==> config.mk <==
export PLATFORM = sky130hd
export DESIGN_NAME = fpls_seq
export DESIGN_NICKNAME = d
export VERILOG_FILES = /design/src/rtl/fpls_pkg.sv /design/src/rtl/fpls_agen.sv /design/src/rtl/fpls_fmt.sv /design/src/rtl/fpls_ctrl.sv /design/src/rtl/fpls_seq.sv
export SDC_FILE = /design/constraint.sdc
export NUM_CORES = 1
export LEC_CHECK = 0
export ABC_AREA = 1
export BUFFER_PORTS_ARGS = -buffer_cell sky130_fd_sc_hd__buf_2
export CORE_AREA = 2 2 220 222
export CTS_BUF_LIST = sky130_fd_sc_hd__clkbuf_16
export CTS_CLUSTER_DIAMETER = 30
export DETAILED_ROUTE_END_ITERATION = 8
export DIE_AREA = 0 0 222 224
export HOLD_SLACK_MARGIN = 0.06
export PLACE_DENSITY_LB_ADDON = 0.25
export SYNTH_ARGS = -nofsm -noshare
export SYNTH_HDL_FRONTEND = slang
export SYNTH_SLANG_ARGS = --single-unit
==> constraint.sdc <==
create_clock -name clk -period 2.75 [get_ports clk]
set_input_delay 0.275 -clock clk [delete_from_list [all_inputs] [get_ports clk]]
set_output_delay 0.275 -clock clk [all_outputs]
set_load 0.01 [all_outputs]
==> src/rtl/fpls_pkg.sv <==
package fpls_pkg;

    localparam int REG_W = 5;
    localparam int FP_W  = 64;
    localparam int SP_W  = 32;
    localparam int SP_EXP_TOP = 30;

    typedef enum logic [2:0] {
        K_LD_DBL = 3'd0,
        K_LD_SGL = 3'd1,
        K_LD_WSX = 3'd2,
        K_LD_WZX = 3'd3,
        K_ST_DBL = 3'd4,
        K_ST_SGL = 3'd5,
        K_ST_WRD = 3'd6,
        K_ST_ALT = 3'd7
    } xfer_kind_e;

    typedef enum logic [2:0] {
        ST_IDLE,
        ST_ACC0,
        ST_ACC1,
        ST_WBACK,
        ST_DONE
    } seq_state_e;

    typedef struct packed {
        xfer_kind_e       kind;
        logic             pair;
        logic             update;
        logic             swap;
        logic [REG_W-1:0] rt;
        logic [REG_W-1:0] ra;
    } xfer_op_t;

    function automatic logic kind_is_store(xfer_kind_e k);
        return (k inside {K_ST_DBL, K_ST_SGL, K_ST_WRD, K_ST_ALT});
    endfunction

    function automatic logic kind_is_dword(xfer_kind_e k, logic pair);
        return pair || (k inside {K_LD_DBL, K_ST_DBL, K_ST_ALT});
    endfunction

    // Bit placement only: normal values and signed zero map exactly.
    function automatic logic [FP_W-1:0] widen_single(logic [SP_W-1:0] w);
        if (w[SP_EXP_TOP:0] == '0)
            return {w[SP_W-1], {(FP_W-1){1'b0}}};
        return {w[31], w[30], {3{~w[30]}}, w[29:0], 29'd0};
    endfunction

    function automatic logic [SP_W-1:0] narrow_double(logic [FP_W-1:0] d);
        return {d[63:62], d[58:29]};
    endfunction

    // Register used by a beat: the odd partner goes first when swapped.
    function automatic logic [REG_W-1:0] beat_reg(logic [REG_W-1:0] rt,
                                                  logic swap, logic second);
        return (second ^ swap) ? rt + REG_W'(1) : rt;
    endfunction

endpackage

==> src/rtl/fpls_agen.sv <==
module fpls_agen #(
    parameter int AW     = 64,
    parameter int DISP_W = 16
) (
    input  logic [AW-1:0]     base,
    input  logic [AW-1:0]     index,
    input  logic [DISP_W-1:0] disp,
    input  logic              use_index,
    input  logic [AW-1:0]     ea_hold,
    input  logic              second,
    output logic [AW-1:0]     ea_new,
    output logic [AW-1:0]     beat_addr
);
    localparam int BEAT_BYTES = 8;
    localparam int EXT_W      = AW - DISP_W;

    logic [AW-1:0] offset;

    always_comb begin
        offset    = use_index ? index : {{EXT_W{disp[DISP_W-1]}}, disp};
        ea_new    = base + offset;
        beat_addr = ea_hold + (second ? AW'(BEAT_BYTES) : '0);
    end
endmodule

==> src/rtl/fpls_fmt.sv <==
module fpls_fmt
    import fpls_pkg::*;
(
    input  xfer_kind_e      kind,
    input  logic            pair,
    input  logic [FP_W-1:0] rd_mem,
    input  logic [FP_W-1:0] rd_fpr,
    output logic [FP_W-1:0] load_val,
    output logic [FP_W-1:0] store_val,
    output logic            dword
);
    localparam int PAD_W = FP_W - SP_W;

    logic [SP_W-1:0] mem_lo;
    assign mem_lo = rd_mem[SP_W-1:0];

    always_comb begin
        dword = kind_is_dword(kind, pair);
        if (dword) begin
            load_val = rd_mem;
        end else begin
            case (kind)
                K_LD_SGL: load_val = widen_single(mem_lo);
                K_LD_WSX: load_val = {{PAD_W{mem_lo[SP_W-1]}}, mem_lo};
                default:  load_val = {{PAD_W{1'b0}}, mem_lo};
            endcase
        end
        if (dword) begin
            store_val = rd_fpr;
        end else if (kind == K_ST_SGL) begin
            store_val = {{PAD_W{1'b0}}, narrow_double(rd_fpr)};
        end else begin
            store_val = {{PAD_W{1'b0}}, rd_fpr[SP_W-1:0]};
        end
    end
endmodule

==> src/rtl/fpls_ctrl.sv <==
module fpls_ctrl
    import fpls_pkg::*;
(
    input  logic       clk,
    input  logic       rst,
    input  logic       cmd_valid,
    input  logic       fp_enable,
    input  logic       cmd_update,
    input  logic       cmd_base_zero,
    input  logic       op_pair,
    input  logic       op_update,
    input  logic       mem_ack,
    output seq_state_e state,
    output logic       launch,
    output logic       rej_inval,
    output logic       rej_unav
);
    logic take;
    logic bad_base;

    assign take     = (state == ST_IDLE) && cmd_valid;
    assign bad_base = cmd_update && cmd_base_zero;
    assign launch   = take && fp_enable && !bad_base;

    always_ff @(posedge clk) begin
        if (rst) begin
            state     <= ST_IDLE;
            rej_inval <= 1'b0;
            rej_unav  <= 1'b0;
        end else begin
            case (state)
                ST_IDLE: begin
                    if (take) begin
                        rej_unav  <= !fp_enable;
                        rej_inval <= fp_enable && bad_base;
                        state     <= launch ? ST_ACC0 : ST_DONE;
                    end
                end
                ST_ACC0: begin
                    if (mem_ack) begin
                        if (op_pair)        state <= ST_ACC1;
                        else if (op_update) state <= ST_WBACK;
                        else                state <= ST_DONE;
                    end
                end
                ST_ACC1: begin
                    if (mem_ack) state <= op_update ? ST_WBACK : ST_DONE;
                end
                ST_WBACK: state <= ST_DONE;
                default: begin
                    state     <= ST_IDLE;
                    rej_inval <= 1'b0;
                    rej_unav  <= 1'b0;
                end
            endcase
        end
    end
endmodule

==> src/rtl/fpls_seq.sv <==
module fpls_seq
    import fpls_pkg::*;
#(
    parameter int AW     = 64,
    parameter int DISP_W = 16
) (
    input  logic              clk,
    input  logic              rst,
    input  logic              cmd_valid,
    input  logic [2:0]        cmd_kind,
    input  logic              cmd_pair,
    input  logic              cmd_update,
    input  logic              cmd_use_index,
    input  logic              le_mode,
    input  logic [REG_W-1:0]  cmd_rt,
    input  logic [REG_W-1:0]  cmd_ra,
    input  logic [AW-1:0]     cmd_base,
    input  logic [AW-1:0]     cmd_index,
    input  logic [DISP_W-1:0] cmd_disp,
    input  logic              fp_enable,
    output logic              busy,
    output logic              mem_req,
    output logic              mem_we,
    output logic              mem_dw,
    output logic [AW-1:0]     mem_addr,
    output logic [FP_W-1:0]   mem_wdata,
    input  logic              mem_ack,
    input  logic [FP_W-1:0]   mem_rdata,
    output logic [REG_W-1:0]  fpr_rd_addr,
    input  logic [FP_W-1:0]   fpr_rd_data,
    output logic              fpr_we,
    output logic [REG_W-1:0]  fpr_wr_addr,
    output logic [FP_W-1:0]   fpr_wr_data,
    output logic              gpr_we,
    output logic [REG_W-1:0]  gpr_wr_addr,
    output logic [AW-1:0]     gpr_wr_data,
    output logic              done,
    output logic              invalid,
    output logic              unavailable
);
    seq_state_e       state;
    logic             launch;
    logic             rej_inval;
    logic             rej_unav;
    xfer_op_t         op_q;
    logic [AW-1:0]    ea_q;
    logic [AW-1:0]    ea_new;
    logic [AW-1:0]    beat_addr;
    logic             second;
    logic             xfer_on;
    logic [REG_W-1:0] cur_reg;
    logic [FP_W-1:0]  load_val;
    logic [FP_W-1:0]  store_val;
    logic             dword;

    fpls_ctrl u_ctrl (
        .clk           (clk),
        .rst           (rst),
        .cmd_valid     (cmd_valid),
        .fp_enable     (fp_enable),
        .cmd_update    (cmd_update),
        .cmd_base_zero (cmd_ra == '0),
        .op_pair       (op_q.pair),
        .op_update     (op_q.update),
        .mem_ack       (mem_ack),
        .state         (state),
        .launch        (launch),
        .rej_inval     (rej_inval),
        .rej_unav      (rej_unav)
    );

    fpls_agen #(.AW(AW), .DISP_W(DISP_W)) u_agen (
        .base      (cmd_base),
        .index     (cmd_index),
        .disp      (cmd_disp),
        .use_index (cmd_use_index),
        .ea_hold   (ea_q),
        .second    (second),
        .ea_new    (ea_new),
        .beat_addr (beat_addr)
    );

    fpls_fmt u_fmt (
        .kind      (op_q.kind),
        .pair      (op_q.pair),
        .rd_mem    (mem_rdata),
        .rd_fpr    (fpr_rd_data),
        .load_val  (load_val),
        .store_val (store_val),
        .dword     (dword)
    );

    always_ff @(posedge clk) begin
        if (rst) begin
            op_q <= '0;
            ea_q <= '0;
        end else if (launch) begin
            op_q.kind   <= xfer_kind_e'(cmd_kind);
            op_q.pair   <= cmd_pair;
            op_q.update <= cmd_update;
            op_q.swap   <= cmd_pair & le_mode;
            op_q.rt     <= cmd_rt;
            op_q.ra     <= cmd_ra;
            ea_q        <= ea_new;
        end
    end

    assign second  = (state == ST_ACC1);
    assign xfer_on = (state == ST_ACC0) || second;
    assign cur_reg = beat_reg(op_q.rt, op_q.swap, second);

    assign busy      = (state != ST_IDLE);
    assign mem_req   = xfer_on;
    assign mem_we    = kind_is_store(op_q.kind);
    assign mem_dw    = dword;
    assign mem_addr  = beat_addr;
    assign mem_wdata = store_val;

    assign fpr_rd_addr = cur_reg;
    assign fpr_we      = xfer_on && mem_ack && !kind_is_store(op_q.kind);
    assign fpr_wr_addr = cur_reg;
    assign fpr_wr_data = load_val;

    assign gpr_we      = (state == ST_WBACK);
    assign gpr_wr_addr = op_q.ra;
    assign gpr_wr_data = ea_q;

    assign done        = (state == ST_DONE);
    assign invalid     = done && rej_inval;
    assign unavailable = done && rej_unav;
endmodule

## Word level (Yosys, flattened, before mapping)

Index checks and enable logic that the tools add are counted.

| storage, ports and cells | value |
|---|---|
| ROM bits | 0 |
| register bits | 85 |
| RAM bits | 0 |
| bits in latches | 0 |
| memories kept | 0 |
| output and inout bits | 280 |

| operators by class | value |
|---|---|
| bitwise operators | 4 |
| multiply operators | 0 |
| divide/modulo/power cells | 0 |
| eq/ne operators | 13 |
| shifts and indexed selects | 0 |
| reductions and logical operators | 24 |
| add/subtract/negate cells | 3 |
| mux-type cells | 23 |
| $lt $le $gt $ge | 0 |

Operator list:

| cell | number |
|---|---|
| 64-bit two-way mux | 5 |
| 64-bit adder | 2 |
| 64-bit one-hot mux with 2 select lines | 1 |
| 32-bit two-way mux | 1 |
| 31-bit logical NOT | 1 |
| 3-bit two-way mux | 6 |
| 3-bit equality test, second input constant | 5 |
| 3-bit one-hot mux with 4 select lines | 1 |
| 3-bit by 2-bit equality test with 1-bit output, second input constant | 3 |
| 1-bit logical AND | 9 |
| 3-bit by 1-bit equality test with 1-bit output, second input constant | 2 |
| 3-bit logical NOT | 2 |
| 3-bit nonzero test | 2 |
| 5-bit by 1-bit adder with 5-bit output, second input constant | 1 |
| 5-bit logical NOT | 1 |
| 1-bit two-way mux | 5 |
| 5-bit two-way mux | 1 |
| 4-bit two-way mux | 1 |
| 2-bit inequality test, second input constant | 2 |
| 1-bit one-hot mux with 2 select lines | 2 |
| 4-bit nonzero test | 1 |
| 1-bit logical NOT | 3 |
| 3-bit AND reduction | 1 |
| 3-bit OR reduction | 1 |
| other kinds (6) | 8 |

## Depth between registers and ports, before layout

| logic depth | value |
|---|---|
| depth in word-level cells | 7 |
| mapped depth | 21 |

## Modules after synthesis

Synthesis repeated with hierarchy kept, for this count alone.

| second synthesis, totals | value |
|---|---|
| cell total of the unflattened synthesis | 2638 |
| area total of the unflattened synthesis | 13457.9 um2 |

By module, submodules not included:

| module | cells an instance | instances | area an instance (um2) | seq. area each (um2) |
|---|---|---|---|---|
| fpls_agen | 1804 | 1 | 8250.4 | 0.0 |
| fpls_seq | 414 | 1 | 3139.3 | 1601.5 |
| fpls_fmt | 362 | 1 | 1705.4 | 0.0 |
| fpls_ctrl | 58 | 1 | 362.8 | 100.1 |

## Least setup slack after synthesis

No wires, ideal clock.

| timing path | value |
|---|---|
| path type | register to output |
| from | register u_ctrl.state[1] |
| to | output port mem_addr[55] |
| stages on the path, launching flop included | 18 |
| path slack | 235 ps |
| required time | 2475 ps |
| path buffers | 0 |
| arrival | 2240 ps |
| path through | dfxtp_1 -> inv_1 -> nor2_1 -> nand2_1 -> inv_1 -> ha_1 -> ha_1 -> nand2_1 -> nor2_4 -> nand2_4 -> nor2_8 -> nand2_4 -> nor2_4 -> nand2_2 -> nor2_4 -> nand2_2 -> nor2_2 -> xor2_1 |

| on the way | value |
|---|---|
| cells in the longest elaborated chain, start to end | 3 |

Ends and longest elaborated chain:

| what | RTL line | RTL |
|---|---|---|
| start: declaration | fpls_ctrl.sv:13 | `output seq_state_e state,` |
| start signal: assignment | fpls_ctrl.sv:36 | `state <= launch ? ST_ACC0 : ST_DONE;` |
| start signal: assignment | fpls_ctrl.sv:47 | `if (mem_ack) state <= op_update ? ST_WBACK : ST_DONE;` |
| 3-bit by 2-bit equality test with 1-bit output | fpls_seq.sv:108 | `assign second = (state == ST_ACC1);` |
| 4-bit two-way mux | fpls_agen.sv:22 | `beat_addr = ea_hold + (second ? AW'(BEAT_BYTES) : '0);` |
| 64-bit adder | fpls_agen.sv:22 |  |
| end: declaration | fpls_seq.sv:25 | `output logic [AW-1:0] mem_addr,` |

Every way passes these cells.

## Final worst setup path

| timing path | value |
|---|---|
| from | register u_ctrl.state[1] |
| to | output port mem_addr[61] |

The elaborated chain is that of the path after synthesis.

==> results.json <==
{
  "numPortBuffers": 573,
  "critical-path-slowest-cell": "sky130_fd_sc_hd__dfxtp_2",
  "synth_fa_ha_area_share_pct": 6.50,
  "crit_chain": "inv_2, nor2_4, nand2_2, inv_2, ha_4, buf_4, ha_4, nand2_4, nor2_4, nand2_4, nor2_8, buf_12, nand4_4, nor2_4, nand3_4, nor2_4, xor2_1, buf_2",
  "cp.arrival_ns": 2.87,
  "synth_top_family_by_area": "simple AND/OR/NAND/NOR gates",
  "maxCapViolations": 0,
  "post_route_cells_drive_above_1_share_pct": 28.0,
  "synth_ff_type": "sky130_fd_sc_hd__dfxtp_1",
  "p_leak_uw": 0.0120,
  "numCtsBuffers": 9,
  "crit_path_start_kind": "flip-flop",
  "fin_cells": 3900,
  "final_antenna_net_count": 0,
  "io_pins": 574,
  "post_synth_num_cell_types": 44,
  "skew_pair_late_insertion_delay_ns": 0.36,
  "post_synth_xor_area_fraction_pct": 6.33,
  "detail_route.first_pass.iterations": 5,
  "clock_tree.htree_level_count": 3,
  "drt-initial-drc-count": 1008,
  "violations": "negative setup slack",
  "rsz0062_at_grt": "true",
  "synth-async-reset-ratio_pct": 0,
  "yosys_warnings": 0,
  "post_drt_wl_per_cell_microns": 17.8,
  "cp_max_fo": 3,
  "synth-seq-area-share_pct": 13.1,
  "end_kind": "primary output",
  "setup-tns-final_ns": -8.14,
  "critPathBufInv": 5,
  "first_global_vias": 16600,
  "multi_input_area_sq_um": 9510,
  "number_of_instances_in_the_synthesized_netlist": 2552,
  "run_status": "finished with violations",
  "worstSetupPathType": "reg -> out",
  "number_of_antenna_violations_at_the_first_check_in_global_routing": 25,
  "layout_min_cycle_time_ns": 3.14,
  "core.rowCount": 80,
  "gp_congestion": 0.943,
  "synth-compound-area-share_pct": 8.20,
  "clkSlewWorstSetupHoldPaths_ns": 0.07,
  "setup_ws_ns": -0.394,
  "synth-simple-area-share_pct": 45.4,
  "holdBufCountCts": 0,
  "placedCellCount": 3848,
  "worst_slew_margin_rel_pct": 48.7,
  "timing.critical_path.slowest_cell_delay_ns": 0.34,
  "finalHoldViolCount": 0,
  "hpwl_mm": 61.3,
  "areaGrowthSynthToFinish_pct": 46.1,
  "synth.cell_area_sq_um": 13000,
  "final_max_slew_viol_count": 0,
  "grt.overflow.total": 0,
  "worst_path_dominant_cell_family": "simple AND/OR/NAND/NOR gates",
  "post_synth_mux_area_share_pct": 2.25,
  "power-per-cell-area_nw_per_um2": 357,
  "worst_pin_slew_ns": 0.770,
  "start_util_pct": 27.5,
  "final.setup_skew_ns": 0.00975,
  "final_nets": 3629,
  "fp.dieArea_sq_um": 49700,
  "die_height_microns": 224,
  "yosys_register_bits": 85,
  "required_ns": 2.48,
  "detailed_route_drc_error_count": 0,
  "tritoncts": "yes",
  "regArea_sq_um": 1710,
  "syn_nets": 2913,
  "nFillCells": 5530,
  "grt_pass1_wl_mm": 100,
  "clock_path_buffers": 2,
  "achievable-frequency_ghz": 0.318,
  "grt_max_degree": 98,
  "hp-class": "in -> reg",
  "avgViaCountPerCell": 4.47,
  "clock_sinks": 85,
  "setup_viol_count_final": 35,
  "placeableCoreArea_sq_um": 47300,
  "design_power_total_uw": 6780,
  "die_x_microns": 222,
  "synthesis.area_per_instance_sq_um": 5.10,
  "clockRootBuffer": "sky130_fd_sc_hd__clkbuf_16",
  "global_route.usage.total_pct": 26.8,
  "final.period_utilization_pct": 114,
  "route.vias.total": 17500,
  "cell_seen_most_often_among_critical_path_stages": "sky130_fd_sc_hd__nor2_4",
  "synth-edff-count": 0,
  "vdd.ir_drop.worst_mv": 0.263,
  "postRouteWirelength_mm": 69.4
}
cell usage in the layout, fill, tap and decap left out, drive strengths merged, types with 26 or more instances in the layout:
cell and count:
ha 66, o21ai 90, a21oi 104, buf 780, inv 544, nor2 276
nand2 992, nor3 50, mux2 26, dfxtp 85, nand3 96, xor2 87
synthesized netlist by cell type (4+ instances only):
cell,instances,area [sq um]
sky130_fd_sc_hd__o21ai_0,74,370
sky130_fd_sc_hd__a21oi_1,104,521
sky130_fd_sc_hd__nor3_1,47,235
sky130_fd_sc_hd__xor2_1,87,762
sky130_fd_sc_hd__nand3_1,96,480
sky130_fd_sc_hd__xnor2_1,7,61.3
sky130_fd_sc_hd__buf_1,7,26.3
sky130_fd_sc_hd__clkbuf_1,43,161
sky130_fd_sc_hd__o21ai_1,16,80.1
sky130_fd_sc_hd__inv_2,5,18.8
sky130_fd_sc_hd__inv_1,535,2010
sky130_fd_sc_hd__mux2_2,26,293
sky130_fd_sc_hd__nand2_2,4,25.0
sky130_fd_sc_hd__dfxtp_1,85,1700
sky130_fd_sc_hd__nor2_2,7,43.8
sky130_fd_sc_hd__buf_2,12,60.1
sky130_fd_sc_hd__nand2_1,986,3700
sky130_fd_sc_hd__ha_1,66,826
sky130_fd_sc_hd__nor4_1,13,81.3
sky130_fd_sc_hd__nor2_1,265,995
sky130_fd_sc_hd__nand4_1,22,138
sky130_fd_sc_hd__buf_4,13,97.6
worst min-delay path, stage by stage:
cell and delay (ns):
sky130_fd_sc_hd__buf_2 0.07, sky130_fd_sc_hd__o21ai_0 0.07, sky130_fd_sc_hd__nor2_1 0.08
per-stage QoR:
step                      area (sq um)  util, %  setup WS (ns)  hold slack, ns
after floorplan                  13000        -          0.235           0.419
after global placement           17800     37.6         -0.232           0.452
after detailed placement         17800     37.6         -0.290           0.458
after CTS                        18600     39.4         -0.323           0.139
after global routing             19000     40.1         -0.558           0.164
final                            19000     40.1         -0.394           0.158
logic make-up after synthesis:
kind of cell / Yosys count
simple gates: 1458
fa+ha+maj: 67
flops: 85
xor+xnor: 94
mux: 26
compound gates: 207
buf+inv: 615
per-layer routing:
metal	global-route usage (%)	up-vias	wire, microns
met5	0	-	54
met4	9.20	8	2500
met1	33.5	7688	30100
li1	-	9077	-
met2	46.5	563	32600
met3	4.63	115	4230
cell type report:
class | instances | area share, %
Multi-Input combinational cell | 1852 | 50.0
Timing Repair Buffer | 780 | 24.6
Clock buffer | 9 | 1.18
Tap cell | 615 | 4.05
Clock inverter | 7 | 0.303
Antenna cell | 12 | 0.158
Sequential cell | 85 | 8.97
Inverter | 540 | 10.7
power by group:
part | total, uW | switching (uW) | internal [uW] | leakage [uW]
Combinational | 4050 | 2510 | 1530 | 0.0111
Clock | 1220 | 592 | 627 | 0.000135
Sequential | 1510 | 152 | 1360 | 0.000700
Total | 6780 | 3260 | 3520 | 0.0120
final timing paths:
| path | from | endpoint | slack (ns) | depth (start not counted) |
|---|---|---|---|---|
| setup reg to reg | u_ctrl.state[0]$_SDFFE_PP0P_ | gpr_wr_data[3]$_SDFFE_PP0P_ | 0.55 | 10 |
| setup / recovery | u_ctrl.state[1]$_SDFFE_PP0P_ | mem_addr[61] | -0.39 | 18 |
| hold reg to reg | u_ctrl.rej_unav$_SDFFE_PP0P_ | u_ctrl.rej_unav$_SDFFE_PP0P_ | 0.47 | 2 |
| hold / removal | cmd_rt[3] | op_q[8]$_SDFFE_PP0P_ | 0.16 | 3 |
registers in the layout, indices dropped and copies added, names as in the netlist:
register and count:
op_q 11, u_ctrl.state 3, gpr_wr_addr 5, u_ctrl.rej_unav 1, gpr_wr_data 64, u_ctrl.rej_inval 1
repair_timing:
| item | CTS | global route |
|---|---|---|
| setup endpoints to repair | 42 | 46 |
| resized for setup | 90 | 53 |
| pin swaps | 16 | 20 |
| gates cloned | 0 | 0 |
| buffers inserted | 16 | 13 |
Note: power is estimated with default switching activity, not from simulation.
